$ cat src/rtl/sqwave_trim_gen.sv
module sqwave_trim_gen #(
  parameter int unsigned ACC_LIMIT = 1_000_000,
  parameter int unsigned HALF_FAST = 4,
  parameter int unsigned HALF_SLOW = 2048
) (
  input  logic       clk,
  input  logic       rst_n,
  input  logic       tick_i,
  input  logic [7:0] trim_i,
  input  logic [1:0] sel_i,
  input  logic       en_i,
  output logic       sq_o
);
  localparam int AW = $clog2(ACC_LIMIT + 128);
  localparam int FW = $clog2(HALF_FAST + 2);
  localparam int SW = $clog2(HALF_SLOW + 2);

  logic [AW-1:0] acc_q;
  logic [FW-1:0] c_fast_q;
  logic [SW-1:0] c_slow_q;
  logic          p_fast_q, p_slow_q, p_base_q;

  logic [7:0]    neg;
  logic [6:0]    mag;
  logic [AW-1:0] acc_sum;
  logic          wrap;
  logic [1:0]    step;
  logic [FW-1:0] f_sum;
  logic [SW-1:0] s_sum;

  assign neg     = 8'(~trim_i + 8'd1);
  assign mag     = !trim_i[7] ? trim_i[6:0] : (trim_i == 8'h80) ? 7'd127 : neg[6:0];
  assign acc_sum = acc_q + AW'(mag);
  assign wrap    = acc_sum >= AW'(ACC_LIMIT);
  assign step    = !tick_i ? 2'd0 : !wrap ? 2'd1 : trim_i[7] ? 2'd0 : 2'd2;
  assign f_sum   = c_fast_q + FW'(step);
  assign s_sum   = c_slow_q + SW'(step);

  always_ff @(posedge clk) begin
    if (!rst_n) begin
      acc_q    <= '0;
      c_fast_q <= '0;
      c_slow_q <= '0;
      p_fast_q <= 1'b0;
      p_slow_q <= 1'b0;
      p_base_q <= 1'b0;
    end else if (tick_i) begin
      acc_q    <= wrap ? acc_sum - AW'(ACC_LIMIT) : acc_sum;
      p_base_q <= ~p_base_q;
      if (f_sum >= FW'(HALF_FAST)) begin
        c_fast_q <= f_sum - FW'(HALF_FAST);
        p_fast_q <= ~p_fast_q;
      end else begin
        c_fast_q <= f_sum;
      end
      if (s_sum >= SW'(HALF_SLOW)) begin
        c_slow_q <= s_sum - SW'(HALF_SLOW);
        p_slow_q <= ~p_slow_q;
      end else begin
        c_slow_q <= s_sum;
      end
    end
  end

  assign sq_o = en_i & (sel_i[1] ? p_base_q : sel_i[0] ? p_fast_q : p_slow_q);
endmodule

$ cat config.mk
export PLATFORM = sky130hd
export DESIGN_NAME = sqwave_trim_gen
export DESIGN_NICKNAME = d
export VERILOG_FILES = /design/src/rtl/sqwave_trim_gen.sv
export SDC_FILE = /design/constraint.sdc
export NUM_CORES = 1
export LEC_CHECK = 0
export ABC_AREA = 1
export ABC_CLOCK_PERIOD_IN_PS = 4500
export BUFFER_PORTS_ARGS = -buffer_cell sky130_fd_sc_hd__buf_2
export CORE_UTILIZATION = 50
export DETAILED_ROUTE_END_ITERATION = 16
export GPL_TIMING_DRIVEN = 0
export PLACE_DENSITY = 0.81
export SLEW_MARGIN = 20
export SYNTH_ARGS = -nofsm -noshare
export SYNTH_HDL_FRONTEND = slang
export SYNTH_SLANG_ARGS = --single-unit
$ cat constraint.sdc
create_clock -name clk -period 4.5 [get_ports clk]
set_clock_uncertainty 0.1 [all_clocks]
set_input_delay 0.45 -clock clk [delete_from_list [all_inputs] [get_ports clk]]
set_output_delay 0.45 -clock clk [all_outputs]
set_load 0.1 [all_outputs]
==> results of run 1 <==
==> power groups by stage <==
stage / Sequential, W / Clock, W / Combinational (W)
after floorplan: 0.000364 / 0 / 0.000203
after global placement: 0.000369 / 0 / 0.000250
after detailed placement: 0.000369 / 0 / 0.000257
after CTS: 0.000363 / 0.000304 / 0.000299
after global routing: 0.000367 / 0.000315 / 0.000411
final: 0.000365 / 0.000305 / 0.000378
==> synth_stat cells (2+ instances only) <==
master,n,area share [%]
nand2_1,132,16
inv_1,80,9.9
nand3_1,58,9.5
nor2_1,39,4.8
dfxtp_1,37,24
o21ai_0,24,3.9
a21oi_1,21,3.5
ha_1,13,5.3
xor2_1,13,3.7
nand4_1,11,2.3
nor3_1,11,1.8
nand2_2,10,2.1
clkbuf_1,7,0.86
nand3_2,4,1.3
o211ai_1,4,0.99
fa_1,3,2.0
nand3b_1,3,0.74
nor2_2,3,0.62
buf_2,2,0.33
buf_4,2,0.49
inv_2,2,0.25
or2_1,2,0.41
xnor2_1,2,0.58
==> cell type report <==
type | count | share of cell area, %
well taps | 75 | 2.41
clock buffers | 6 | 1.86
plain buffers | 12 | 1.64
repair buffers | 46 | 8.60
inverters | 82 | 8.15
flip-flops and latches | 37 | 19.0
clock inverters | 2 | 0.995
multi-input cells | 364 | 57.3
==> kinds of logic after synthesis <==
logic type               count (synthesis)  synth area share (%)
AO/OA/AOI/OAI                           54                  9.96
AND/OR/NAND/NOR                        278                  41.3
flip-flops                              37                  24.4
adder cells (fa/ha/maj)                 16                  7.32
buffers and inverters                   94                  12.2
XOR/XNOR                                16                  4.85
==> registers in the layout, indices dropped and copies added, names as in the netlist <==
signal and count:
p_base_q 1, p_slow_q 1, acc_q 20, c_fast_q 2, c_slow_q 12, p_fast_q 1
==> critical path, delay by kind of cell <==
kind / cells / cell delay [ps]
xor gates and xnor gates: 1 / 140
adders and majority gates: 4 / 960
buffers and inverters: 9 / 770
and+or+nand+nor: 19 / 2170
==> repair_timing <==
action	in CTS	in global routing
resized for setup	29	55
setup buffers	15	19
pin swaps	10	20
setup endpoints to repair	11	8
==> layout by cell type (no fill, tap or decap), drive strengths merged <==
cell type | synthesis | layout
fa | 3 | 3
o211ai | 4 | 4
nand2 | 143 | 143
a22o | 1 | 1
nand3 | 62 | 62
bufinv | 0 | 1
clkbuf | 7 | 13
ha | 13 | 13
inv | 82 | 82
buf | 5 | 51
dfxtp | 37 | 37
o22ai | 1 | 1
o21ai | 24 | 24
o21bai | 1 | 1
nor3 | 12 | 12
clkinv | 0 | 1
xnor2 | 3 | 3
nor4 | 1 | 1
nand4 | 11 | 11
or2 | 3 | 3
xor2 | 13 | 13
nor2 | 43 | 43
nand3b | 3 | 3
a21oi | 23 | 23
==> stage by stage <==
stage	total power [W]	setup slack [ps]	instance area [um^2]	instances
after detailed placement	0.000626	-904	3210	582
after global placement	0.000618	-812	3210	582
final	0.00105	56.0	3900	624
after CTS	0.000966	9.09	3560	605
after floorplan	0.000567	8.91	3050	495
after global routing	0.00109	-197	3900	624
==> routing by layer <==
layer	GRT usage, %	up-vias	wire [um]
met5	0	-	0
met4	13.4	0	352
met3	5.71	38	719
met2	51.5	178	4650
met1	33.0	1603	3740
li1	-	1680	-
==> worst max path at each step <==
stage | slack [ps] | cells past startpoint | end
after global routing | -200 | 31 | c_slow_q[10]
after CTS | 9 | 34 | c_slow_q[10]
after floorplan | 9 | 33 | c_slow_q[10]
final | 60 | 33 | c_slow_q[10]
after detailed placement | -900 | 34 | c_slow_q[10]
after global placement | -810 | 34 | c_slow_q[10]
==> results.json, run 1 <==
{
  "final_util_pct": 66.2,
  "drive_above_1_share_pct": 25.9,
  "vias": 3499,
  "cap_viol_max_count": 0,
  "min_period_over_period_pct": 98.8,
  "die_y_um": 80.0,
  "max_stage_delay_ps": 360,
  "crit_type": "input port to register",
  "maxSlewViolCount": 0,
  "clkTransAtPathRegs_ps": 80,
  "cp.required_ps": 4580,
  "grt_max_degree": 13,
  "netlist_instances": 495,
  "num-fill-cells": 496,
  "powerDensity_nw_per_um2": 269,
  "start_util_pct": 51.7,
  "crit_slowest_cell": "fa_2",
  "via_per_inst": 5.61,
  "min_path_cells": 2,
  "ir_drop_v": 0.000237,
  "reg2regPathDepth": 24,
  "die_area_um2": 6400,
  "holdCritPathClass": "register to register",
  "grt_pass1_wl_um": 14200,
  "swShare_pct": 36.2,
  "worstPathMaxFanout": 4,
  "wirelength_um": 9470,
  "drt_iter0_drc": 349,
  "ff_latch_area_um2": 741,
  "nets": 578,
  "grt_pass1_vias": 3317,
  "cts_max_path_buffers": 2,
  "synth-warning-count": 0,
  "leakage_nw": 1.89,
  "ys_seq_area_share_pct": 24.4,
  "hp-start": "c_slow_q[11]",
  "rsz0062_at_grt": "true",
  "syn-num-nets": 525,
  "port_buffers": 12,
  "synth_edf_count": 0,
  "holdPathEnd": "c_slow_q[11]",
  "min_period_ps": 4440,
  "wire_per_inst_um": 15.2,
  "cts_tree": "built",
  "synth_cell_types": 35,
  "tightest_slew_ps": 676,
  "clock_latency_ps": 310,
  "drtPass1Iterations": 5,
  "internal_power_w": 0.000669,
  "cts-hold-fix-buffers": 0,
  "drc_errors": 0,
  "avgSynthCellArea_um2": 6.14,
  "r2r-start": "acc_q[0]",
  "h-tree-depth": 2,
  "synth_async_sr_flop_share_pct": 0,
  "finalSetupTns_ps": 0,
  "reg2reg_setup_slack_ps": 640,
  "row_count": 28,
  "antenna_found_initial": 0,
  "critPathLaunchType": "input port",
  "root_buffer": "clkbuf_8",
  "numCtsBuffers": 5,
  "comb_power_share_pct": 36.1,
  "antenna_left": 0,
  "synth_area_um2": 3040,
  "grt_overflow_total": 0,
  "hpwlAfterDp_um": 5920,
  "n_antenna_cell": 0,
  "relSlewSlack_pct": 54.9,
  "arrival_ps": 4520,
  "fin_worst_hold_slack_ps": 372,
  "synthFlopType": "dfxtp_1",
  "hold_violations": 0,
  "p_seq_share_pct": 34.8,
  "cts.sink_count": 37,
  "pwr-share-clk_pct": 29.1,
  "grt_usage_pct": 29.0,
  "ys_ff_latch": 37,
  "core_area_um2": 5890,
  "status": "complete, no violations",
  "r2r-end": "c_slow_q[10]",
  "setup_viol": 0,
  "die_w_um": 80.0,
  "area_growth_pct": 28.2,
  "switchingPower_w": 0.000379,
  "gp_congestion": 0.961,
  "max_clock_freq_mhz": 225,
  "cp-startpoint": "trim_i[1]",
  "multiInputGateArea_um2": 2240,
  "worst_setup_path_end_kind": "register",
  "pin_count": 15
}
(Power assumes the default switching activity.)
==> inputs of run 2 (changes only) <==
- ABC_AREA: 1 -> default
==> results.json, run 2 <==
{
  "rsz0062_at_grt": "true",
  "min_period_ps": 4990,
  "avgSynthCellArea_um2": 7.95,
  "setup_ws_ps": -494,
  "worstPathMaxFanout": 5,
  "powerDensity_nw_per_um2": 281,
  "drt_iter0_drc": 281,
  "via_per_inst": 5.81,
  "gr-usage-met1_pct": 32.0,
  "p_total_w": 0.000984,
  "layout_commonest_cell": "dfxtp_1",
  "ir_drop_v": 0.000155,
  "switchingPower_w": 0.000324,
  "crit_slowest_cell": "or3_4",
  "synth.top_cells.by_count": "dfxtp_1, nand2_1, nor2_1",
  "clkTransAtPathRegs_ps": 70,
  "synth.area.top_cells": "dfxtp_1, ha_1, xor2_1",
  "arrival_ps": 5120,
  "met3_usage_pct": 4.89,
  "max_stage_delay_ps": 380,
  "antenna_found_initial": 0,
  "clock_latency_ps": 300,
  "largest_reg_flops": 20,
  "reg2reg_setup_slack_ps": 40,
  "leakage_nw": 1.36,
  "hold_violations": 0,
  "grt_usage_pct": 25.0,
  "numCtsBuffers": 5,
  "cts-hold-fix-buffers": 0,
  "drive_above_1_share_pct": 26.3,
  "vias": 2638,
  "tightest_slew_ps": 708,
  "row_count": 26,
  "netlist_instances": 341,
  "pwr-share-clk_pct": 31.7,
  "endpoint": "c_slow_q[5]",
  "placed_cell_area_um2": 2990,
  "busiest_layer": "met2",
  "final_area_um2": 3500,
  "core_area_um2": 5170,
  "critPathLaunchType": "input port",
  "status": "finished with violations",
  "syn-num-nets": 371,
  "setup_viol": 14,
  "synth_async_sr_flop_share_pct": 0,
  "crit_type": "input port to register",
  "wirelength_um": 7000,
  "synthFlopType": "dfxtp_1",
  "final_cell_mix": "dfxtp_1, nand2_1, nor2_1",
  "synth_area_um2": 2710,
  "synth_top_area_cell": "dfxtp_1",
  "grt_max_degree": 13,
  "r2r-end": "c_slow_q[5]",
  "area_growth_pct": 29.1,
  "pin_count": 15,
  "relSlewSlack_pct": 52.8,
  "die_w_um": 75.6,
  "drc_errors": 0,
  "wire_per_inst_um": 15.4,
  "gp_congestion": 0.866,
  "ys_seq_area_share_pct": 27.3,
  "die_area_um2": 5720,
  "grt_overflow_total": 0,
  "hpwlAfterDp_um": 4520,
  "cts_tree": "built",
  "reg2regPathDepth": 20,
  "synth_top_cell_area_share_pct": 27.3,
  "start_util_pct": 52.4,
  "swShare_pct": 32.9,
  "max_clock_freq_mhz": 200,
  "die_y_um": 75.6,
  "min_period_over_period_pct": 111,
  "top_register": "acc_q",
  "holdCritPathClass": "register to register",
  "use_met2_pct": 42.7,
  "n_antenna_cell": 0,
  "finalSetupTns_ps": -5470,
  "internal_power_w": 0.000661,
  "cts.sink_count": 37,
  "antenna_left": 0,
  "r2r-start": "acc_q[0]",
  "cp.required_ps": 4620,
  "synth_cell_types": 57,
  "nets": 413,
  "maxSlewViolCount": 0,
  "grt_pass1_vias": 2303,
  "port_buffers": 12,
  "cts_max_path_buffers": 2,
  "synth-warning-count": 0,
  "ys_ff_latch": 37,
  "min_path_cells": 2,
  "fin_worst_hold_slack_ps": 393,
  "p_seq_share_pct": 36.2,
  "cp-startpoint": "trim_i[0]",
  "comb_power_share_pct": 32.1,
  "worst_setup_path_end_kind": "register",
  "largestRegisters": "acc_q (20), c_slow_q (12), c_fast_q (2)",
  "synth_edf_count": 0,
  "failed_checks": "negative setup slack",
  "drtPass1Iterations": 4,
  "cap_viol_max_count": 0,
  "h-tree-depth": 2,
  "root_buffer": "clkbuf_8",
  "grt_pass1_wl_um": 10700
}
==> run 2: changes by cell type after synthesis, sizes merged, moves of 7 or more <==
cell,previous run,this run
inv,82,11
mux2i,0,14
nor2,43,31
or3,0,8
nand3,62,11
o21ai,24,15
nand2b,0,10
nand4,11,4
nand2,143,37
xnor2,3,10
==> run 2: what timing repair did <==
| item | in CTS | in global routing |
|---|---|---|
| setup buffers | 13 | 10 |
| setup endpoints to repair | 26 | 22 |
| gates resized for setup | 19 | 28 |
| endpoints found under the hold margin | 0 | 0 |
| pin swaps | 24 | 31 |
| gates cloned | 0 | 1 |
==> run 2: worst min path at each step <==
stage / start / endpoint / slack [ps]
after floorplan: c_slow_q[5] / c_slow_q[5] / 360
after global placement: c_slow_q[5] / c_slow_q[5] / 370
after detailed placement: c_slow_q[9] / c_slow_q[9] / 380
after CTS: c_slow_q[9] / c_slow_q[9] / 400
after global routing: acc_q[6] / acc_q[6] / 420
final: c_slow_q[5] / c_slow_q[5] / 390
==> run 2: power by group through the flow <==
stage	clock, W	sequential, W	combinational, W
6_report	0.000312	0.000356	0.000316
5_1_grt	0.000324	0.000357	0.000344
4_1_cts	0.000312	0.000355	0.000280
3_5_place_dp	0	0.000361	0.000239
3_3_place_gp	0	0.000361	0.000232
2_1_floorplan	0	0.000358	0.000191
==> run 2: kinds of logic (layout without fill, tap and decap cells) <==
group	after synthesis	count (layout)	synth area share (%)
compound gates	79	79	19.9
xor+xnor	28	28	9.04
fa+ha+maj	16	16	8.21
buf+inv	30	73	4.71
flops	37	37	27.3
mux	14	14	5.17
simple gates	137	137	25.6
==> run 2: per-layer routing <==
layer	part of all wire (%)	wire (um)	up-vias
li1	-	-	1292
met5	0	0	-
met3	3.6	253	10
met4	1.7	122	0
met1	44	3080	1272
met2	51	3540	64
==> run 2: stage by stage <==
stage | util, % | instances | setup slack [ps]
CTS | 63.9 | 444 | -400
floorplan | - | 341 | -667
detailed placement | 57.7 | 423 | -1500
global placement | 57.7 | 423 | -1460
finish | 67.7 | 454 | -494
global route | 67.7 | 454 | -706
==> run 2: worst max-delay path, delay by kind of cell <==
| family | cells | cell delay, ps |
|---|---|---|
| AND/OR/NAND/NOR | 9 | 1690 |
| AO/OA/AOI/OAI | 7 | 1520 |
| adder cells (fa/ha/maj) | 4 | 750 |
| buffers and inverters | 5 | 510 |
| XOR/XNOR | 1 | 170 |
==> run 2: area by class of cell <==
type,instances,area (um^2)
Buffer,17,82.6
Clock inverter,2,37.5
Clock buffer,6,82.6
Timing Repair Buffer,36,289
Sequential cell,37,741
Multi-Input combinational cell,274,2110
Inverter,12,65.1
Tap cell,70,87.6
Fill cell,375,1670
